### src/rtl/iq_trim_cal_pkg.sv
package iq_trim_cal_pkg;

    // Controller phases
    typedef enum logic [1:0] {
        ST_IDLE = 2'd0,
        ST_BASE = 2'd1,   // waiting for the baseline measurement
        ST_TRY  = 2'd2,   // forming the next trial
        ST_EVAL = 2'd3    // waiting for the trial measurement
    } cal_state_e;

endpackage

### src/rtl/iq_trim_stepper.sv
// Forms a trial trim value: current signed value moved by the step in the
// chosen direction, clamped to the symmetric magnitude limit.
module iq_trim_stepper #(
    parameter int TRIM_W = 8,
    parameter int STEP_W = 3
) (
    input  logic [TRIM_W-1:0] cur,
    input  logic              up,
    input  logic [STEP_W-1:0] step,
    output logic [TRIM_W-1:0] cand
);
    localparam int SUM_W = TRIM_W + STEP_W + 1;
    localparam int MAXM  = 2 ** (TRIM_W - 1) - 1;
    localparam logic [TRIM_W-1:0] POS_LIM = TRIM_W'(MAXM);
    localparam logic [TRIM_W-1:0] NEG_LIM = TRIM_W'(-MAXM);

    logic [STEP_W-1:0]        eff;
    logic signed [SUM_W-1:0]  cur_x;
    logic signed [SUM_W-1:0]  eff_x;
    logic signed [SUM_W-1:0]  sum;

    always_comb begin
        eff   = (step == '0) ? STEP_W'(1) : step;
        cur_x = $signed({{(STEP_W+1){cur[TRIM_W-1]}}, cur});
        eff_x = $signed({{(TRIM_W+1){1'b0}}, eff});
        sum   = up ? (cur_x + eff_x) : (cur_x - eff_x);
        if (sum > MAXM)
            cand = POS_LIM;
        else if (sum < -MAXM)
            cand = NEG_LIM;
        else
            cand = sum[TRIM_W-1:0];
    end
endmodule

### src/rtl/iq_trim_pack.sv
// Signed trim value to sign-magnitude code (MSB 1 = add, zero shown as add).
module iq_trim_pack #(
    parameter int TRIM_W = 8
) (
    input  logic [TRIM_W-1:0] val,
    output logic [TRIM_W-1:0] code
);
    logic [TRIM_W-1:0] neg;

    always_comb begin
        neg = -val;
        if (val[TRIM_W-1])
            code = {1'b0, neg[TRIM_W-2:0]};
        else
            code = {1'b1, val[TRIM_W-2:0]};
    end
endmodule

### src/rtl/iq_trim_cal.sv
module iq_trim_cal
    import iq_trim_cal_pkg::*;
#(
    parameter int TRIM_W = 8,
    parameter int STEP_W = 3,
    parameter int ITER_W = 8,
    parameter int MEAS_W = 16
) (
    input  logic              clk,
    input  logic              rst_n,
    input  logic              start,
    input  logic              i_is_low,
    input  logic [STEP_W-1:0] step_size,
    input  logic [ITER_W-1:0] max_iter,
    output logic              meas_req,
    input  logic              meas_valid,
    input  logic [MEAS_W-1:0] meas_value,
    output logic [TRIM_W-1:0] i_trim,
    output logic [TRIM_W-1:0] q_trim,
    output logic              busy,
    output logic              done,
    output logic              err
);
    localparam int NCH = 2;   // index 0 = I, 1 = Q
    localparam logic [TRIM_W-1:0] ZERO_CODE = {1'b1, {(TRIM_W-1){1'b0}}};

    typedef struct packed {
        cal_state_e                   st;
        logic [NCH-1:0][TRIM_W-1:0]   val;
        logic [TRIM_W-1:0]            prev;
        logic                         ch;
        logic [1:0]                   fails;
        logic [ITER_W-1:0]            iter;
        logic [MEAS_W-1:0]            best;
        logic                         done;
        logic                         err;
    } ctl_t;

    ctl_t ctl_d, ctl_q;

    logic [TRIM_W-1:0] cand [NCH];
    logic [TRIM_W-1:0] code [NCH];

    genvar g;
    generate
        for (g = 0; g < NCH; g++) begin : g_ch
            iq_trim_stepper #(.TRIM_W(TRIM_W), .STEP_W(STEP_W)) u_step (
                .cur  (ctl_q.val[g]),
                .up   ((g == 0) ? i_is_low : ~i_is_low),
                .step (step_size),
                .cand (cand[g])
            );
            iq_trim_pack #(.TRIM_W(TRIM_W)) u_pack (
                .val  (ctl_q.val[g]),
                .code (code[g])
            );
        end
    endgenerate

    logic [ITER_W-1:0] iter_inc;
    logic [1:0]        fails_inc;
    logic [TRIM_W-1:0] cur_val;
    logic [TRIM_W-1:0] trial;
    logic              better;

    always_comb begin
        ctl_d     = ctl_q;
        iter_inc  = ctl_q.iter + 1'b1;
        fails_inc = ctl_q.fails + 2'd1;
        cur_val   = ctl_q.val[ctl_q.ch];
        trial     = cand[ctl_q.ch];
        better    = (meas_value < ctl_q.best);
        unique case (ctl_q.st)
            ST_IDLE: begin
                if (start) begin
                    ctl_d.st    = ST_BASE;
                    ctl_d.val   = '0;
                    ctl_d.ch    = 1'b0;
                    ctl_d.fails = '0;
                    ctl_d.iter  = '0;
                    ctl_d.done  = 1'b0;
                    ctl_d.err   = 1'b0;
                end
            end
            ST_BASE: begin
                if (meas_valid) begin
                    ctl_d.best = meas_value;
                    ctl_d.st   = ST_TRY;
                end
            end
            ST_TRY: begin
                if (trial == cur_val) begin
                    // saturated: failed trial without a measurement
                    ctl_d.fails = fails_inc;
                    if (fails_inc == 2'd2) begin
                        ctl_d.st   = ST_IDLE;
                        ctl_d.done = 1'b1;
                    end else begin
                        ctl_d.ch = ~ctl_q.ch;
                    end
                end else begin
                    ctl_d.prev            = cur_val;
                    ctl_d.val[ctl_q.ch]   = trial;
                    ctl_d.st              = ST_EVAL;
                end
            end
            ST_EVAL: begin
                if (meas_valid) begin
                    ctl_d.iter = iter_inc;
                    if (better) begin
                        ctl_d.best  = meas_value;
                        ctl_d.fails = '0;
                    end else begin
                        ctl_d.val[ctl_q.ch] = ctl_q.prev;
                        ctl_d.fails         = fails_inc;
                        ctl_d.ch            = ~ctl_q.ch;
                    end
                    if (!better && fails_inc == 2'd2) begin
                        ctl_d.st   = ST_IDLE;
                        ctl_d.done = 1'b1;
                    end else if (iter_inc >= max_iter) begin
                        ctl_d.st   = ST_IDLE;
                        ctl_d.done = 1'b1;
                        ctl_d.err  = 1'b1;
                    end else begin
                        ctl_d.st = ST_TRY;
                    end
                end
            end
            default: ctl_d.st = ST_IDLE;
        endcase
    end

    always_ff @(posedge clk or negedge rst_n) begin
        if (!rst_n) begin
            ctl_q <= '0;
        end else begin
            ctl_q <= ctl_d;
        end
    end

    assign i_trim   = code[0];
    assign q_trim   = code[1];
    assign busy     = (ctl_q.st != ST_IDLE);
    assign meas_req = (ctl_q.st == ST_BASE) || (ctl_q.st == ST_EVAL);
    assign done     = ctl_q.done;
    assign err      = ctl_q.err;

    // ---------------- assertions ----------------
    function automatic logic signed [TRIM_W:0] unpack(input logic [TRIM_W-1:0] c);
        logic signed [TRIM_W:0] m;
        m = $signed({2'b00, c[TRIM_W-2:0]});
        return c[TRIM_W-1] ? m : -m;
    endfunction

    function automatic logic step_ok(input logic [TRIM_W-1:0] a,
                                     input logic [TRIM_W-1:0] b,
                                     input logic [STEP_W-1:0] s);
        logic signed [TRIM_W+1:0] diff;
        int lim;
        diff = unpack(a) - unpack(b);
        if (diff < 0) diff = -diff;
        lim = (s == '0) ? 1 : int'(s);
        return diff <= lim;
    endfunction

    assert_run_starts_neutral_R3: assert property (@(posedge clk) disable iff (!rst_n)
        $rose(busy) |-> (i_trim == ZERO_CODE && q_trim == ZERO_CODE && meas_req));

    assert_no_negative_zero_R2: assert property (@(posedge clk) disable iff (!rst_n)
        (i_trim != '0) && (q_trim != '0));

    assert_req_held_R4: assert property (@(posedge clk) disable iff (!rst_n)
        (meas_req && !meas_valid) |=> (meas_req && $stable(i_trim) && $stable(q_trim)));

    assert_one_code_moves_R8: assert property (@(posedge clk) disable iff (!rst_n)
        (busy && $past(busy)) |-> !((i_trim != $past(i_trim)) && (q_trim != $past(q_trim))));

    assert_step_bound_R6: assert property (@(posedge clk) disable iff (!rst_n)
        (busy && $past(busy)) |-> (step_ok(i_trim, $past(i_trim), step_size)
                                   && step_ok(q_trim, $past(q_trim), step_size)));

    assert_err_only_when_done_R10: assert property (@(posedge clk) disable iff (!rst_n)
        err |-> (done && !busy));

    assert_done_is_quiet_R9: assert property (@(posedge clk) disable iff (!rst_n)
        done |-> (!busy && !meas_req));
endmodule

### config.mk
export PLATFORM = sky130hd
export DESIGN_NAME = iq_trim_cal
export DESIGN_NICKNAME = d
export VERILOG_FILES = /design/src/rtl/iq_trim_cal_pkg.sv /design/src/rtl/iq_trim_stepper.sv /design/src/rtl/iq_trim_pack.sv /design/src/rtl/iq_trim_cal.sv
export SDC_FILE = /design/constraint.sdc
export NUM_CORES = 1
export LEC_CHECK = 0
export BUFFER_PORTS_ARGS = -buffer_cell sky130_fd_sc_hd__buf_2
export CAP_MARGIN = 25
export CORE_UTILIZATION = 35
export DETAILED_ROUTE_END_ITERATION = 10
export SKIP_LAST_GASP = 1
export SLEW_MARGIN = 10
export SYNTH_ARGS = -nofsm -noshare
export SYNTH_HDL_FRONTEND = slang
export SYNTH_SLANG_ARGS = --single-unit
### constraint.sdc
create_clock -name clk -period 4.8 [get_ports clk]
set_clock_uncertainty 0.15 [all_clocks]
set_input_delay 0.96 -clock clk [delete_from_list [all_inputs] [get_ports clk]]
set_output_delay 0.96 -clock clk [all_outputs]
set_load 0.005 [all_outputs]
==> impl_metrics.toml <==
[floorplanning]
coreArea_sq_um = 13500
ios = 52
fp.dieW_um = 120
chipHeight_um = 120
start_util = 0.365
rows = 42
die_area_sq_um = 14500

[sta]
fmax_mhz = 200
period_share = 1.04
slew_viol_final = 0
rsz0062_at_grt = "yes"
period_needed_ps = 4990
relSlewSlack = 0.453
setup_slack_ps = -189
timing.final.hold_violations = 0
setup_viol = 26
tightest_slew_ps = 818

[outcome]
violations = "setup timing"
status = "finished, violations left"

[logic_synthesis]
synthMuxAreaShare = 0.0265
synth_seq_cells = 55
syn_avg_cell_area_sq_um = 8.56
synth-compound-area-share = 0.278
synth-xor-area-share = 0.0644
synth_edf_count = 0
synth-adder-area-share = 0.130
postSynth.asyncResetShare = 1.00
synth_cells = 574
yosysWarnings = 0
synth_top_family_by_area = "compound AO/OA/AOI/OAI gates"
syn-num-nets = 654
synthFlopType = "dfrtp_1"
yosysUniqueCellTypes = 78
ys_seq_area_frac = 0.280
synth_area_sq_um = 4910
synth-simple-area-share = 0.165

[power]
p_leak_uw = 0.00306
power.total_uw = 5000
vdd_ir_drop_max_uv = 321
powerDensity_nw_per_um2 = 772

[grt]
grt_max_degree = 56
globalRoute.busiestLayer = "met2"
grt-ovfl-total = 0
use_met3 = 0.0222
antenna_found_initial = 0
grt.total_usage = 0.198
met2_usage = 0.339
grt_pass1_vias = 4669
grt_pass1_wl_um = 23200
grt_use_met1 = 0.271

[worst_setup_path]
regToRegSetupSlack_ps = 500
required_ps = 4820
ff2ff_path_depth = 15
cp_data_arrival_time_ps = 5010
end_kind = "flop"
criticalPathCategory = "in2reg"
cp_max_fo = 6
r2r_start = "ctl_q[37]"
startpoint_type = "input port"
r2r-end = "ctl_q[41]"

[hold_path]
whs_path_depth = 2
min-delay-start = "ctl_q[33]"
whs_endpoint = "ctl_q[33]"
hold_path.class = "reg2reg"

[place]
globalplace.congestion = 0.898
portBuffers = 51
place_hpwl_um = 10600

[clocking]
cts.clk_slew.worst_paths_ps = 70
hold_buffers = 0
numCtsBuffers = 5
h-tree-depth = 2
cts_tree = "built"
worstSkewPairLatency_ps = 290
clock_sinks = 55
cts_root_buf = "clkbuf_16"
cts.path.max_buffers = 2

[drt]
drcViolationCount = 0
wire_per_inst_um = 16.2
vias = 4766
wl_um = 14200
drtPass1Iterations = 5
post_drt_via_cell_ratio = 5.45
detail-route-antenna-nets = 0
drt_iter0_drc = 285

[finish]
area_delta_synth_final_pct = 31.9
final_nets = 777
layout_commonest_cell = "buf_4"
utilization = 0.482
diodes = 0
drive_gt1_frac = 0.305
final_cell_mix = "83 x buf_4, 62 x nand2_1, 55 x dfrtp_1"
fillCellCount = 1319

[flow_run]
drv_cap = 0
-- worst max-delay path: stages --
cell	delay [ps]
buf_6	100
o21bai_4	140
inv_2	60
ha_4	160
ha_4	200
mux2_4	290
ha_4	290
nand2b_4	60
a21oi_2	120
xor2_1	80
or4b_1	460
or4_1	430
o2111a_2	310
o21a_1	210
o2111ai_4	360
o21ai_4	90
nor3b_4	210
buf_12	150
o32a_1	340
-- worst max-delay path by stage --
stage,start,to,slack [ps],cells after the start
after global routing,step_size[2],ctl_q[42],-340,24
after detailed placement,step_size[2],ctl_q[41],-780,21
final,step_size[2],ctl_q[41],-190,19
after floorplan,step_size[0],ctl_q[43],-110,18
after global placement,step_size[2],ctl_q[48],-720,20
after CTS,step_size[2],ctl_q[41],-150,19
-- routing by layer --
metal  wire [um]  part of all wire
met1        6510              0.46
met2        6810              0.48
met3         729             0.051
met4         129            0.0091
met5           0                 0
-- kinds of logic (layout without fill, tap and decap cells) --
family / Yosys count / after routing
multiplexers: 12 / 12
AND/OR/NAND/NOR: 168 / 168
flip-flops: 55 / 55
adder cells (fa/ha/maj): 50 / 50
AO/OA/AOI/OAI: 187 / 187
buffers and inverters: 69 / 193
XOR/XNOR: 33 / 33
-- area by class of cell --
| class | instances | area, sq um | area share |
|---|---|---|---|
| clock buffers | 7 | 133 | 0.0205 |
| clock inverters | 1 | 5.00 | 0.000772 |
| inverters | 45 | 171 | 0.0264 |
| multi-input cells | 450 | 3590 | 0.553 |
| flip-flops and latches | 55 | 1380 | 0.212 |
| well taps | 176 | 220 | 0.0340 |
| repair buffers | 140 | 990 | 0.153 |
-- report_power, final --
group	internal, uW	total, uW	switching (uW)
clock	193	352	159
sequential	660	895	234
combinational	1820	3760	1940
total	2670	5000	2330
-- metrics by stage --
step	setup TNS, ps	hold slack (ps)	instance area [sq um]	setup WS, ps	std cells
6_report	-2660	338	6480	-189	874
5_1_grt	-7300	377	6480	-338	874
4_1_cts	-968	338	6320	-152	865
3_5_place_dp	-20010	323	6020	-780	855
3_3_place_gp	-18100	314	6020	-720	855
2_1_floorplan	-1570	293	5060	-112	574
-- cells in the mapped netlist, types with 11 or more instances --
master    count  share of area
a21o_1       18          0.028
nand2_1      62          0.047
nand3_1      16          0.016
dfrtp_1      55           0.28
xnor2_1      21          0.037
nor2_1       34          0.026
nand2b_1     11          0.014
o21ai_0      54          0.055
clkbuf_1     16          0.012
a21oi_1      22          0.022
inv_1        44          0.034
ha_1         46           0.12
-- state kept, by name, indices dropped and copies added, names as in the netlist --
register,count
err,1
done,1
ctl_q,53
-- timing repair --
action                     CTS  global route
cloned                       0             1
setup endpoints to repair   30            30
pin swaps                    9            12
setup buffers                3             9
resized for setup           28            13
Note: power is estimated with default switching activity, not from simulation.
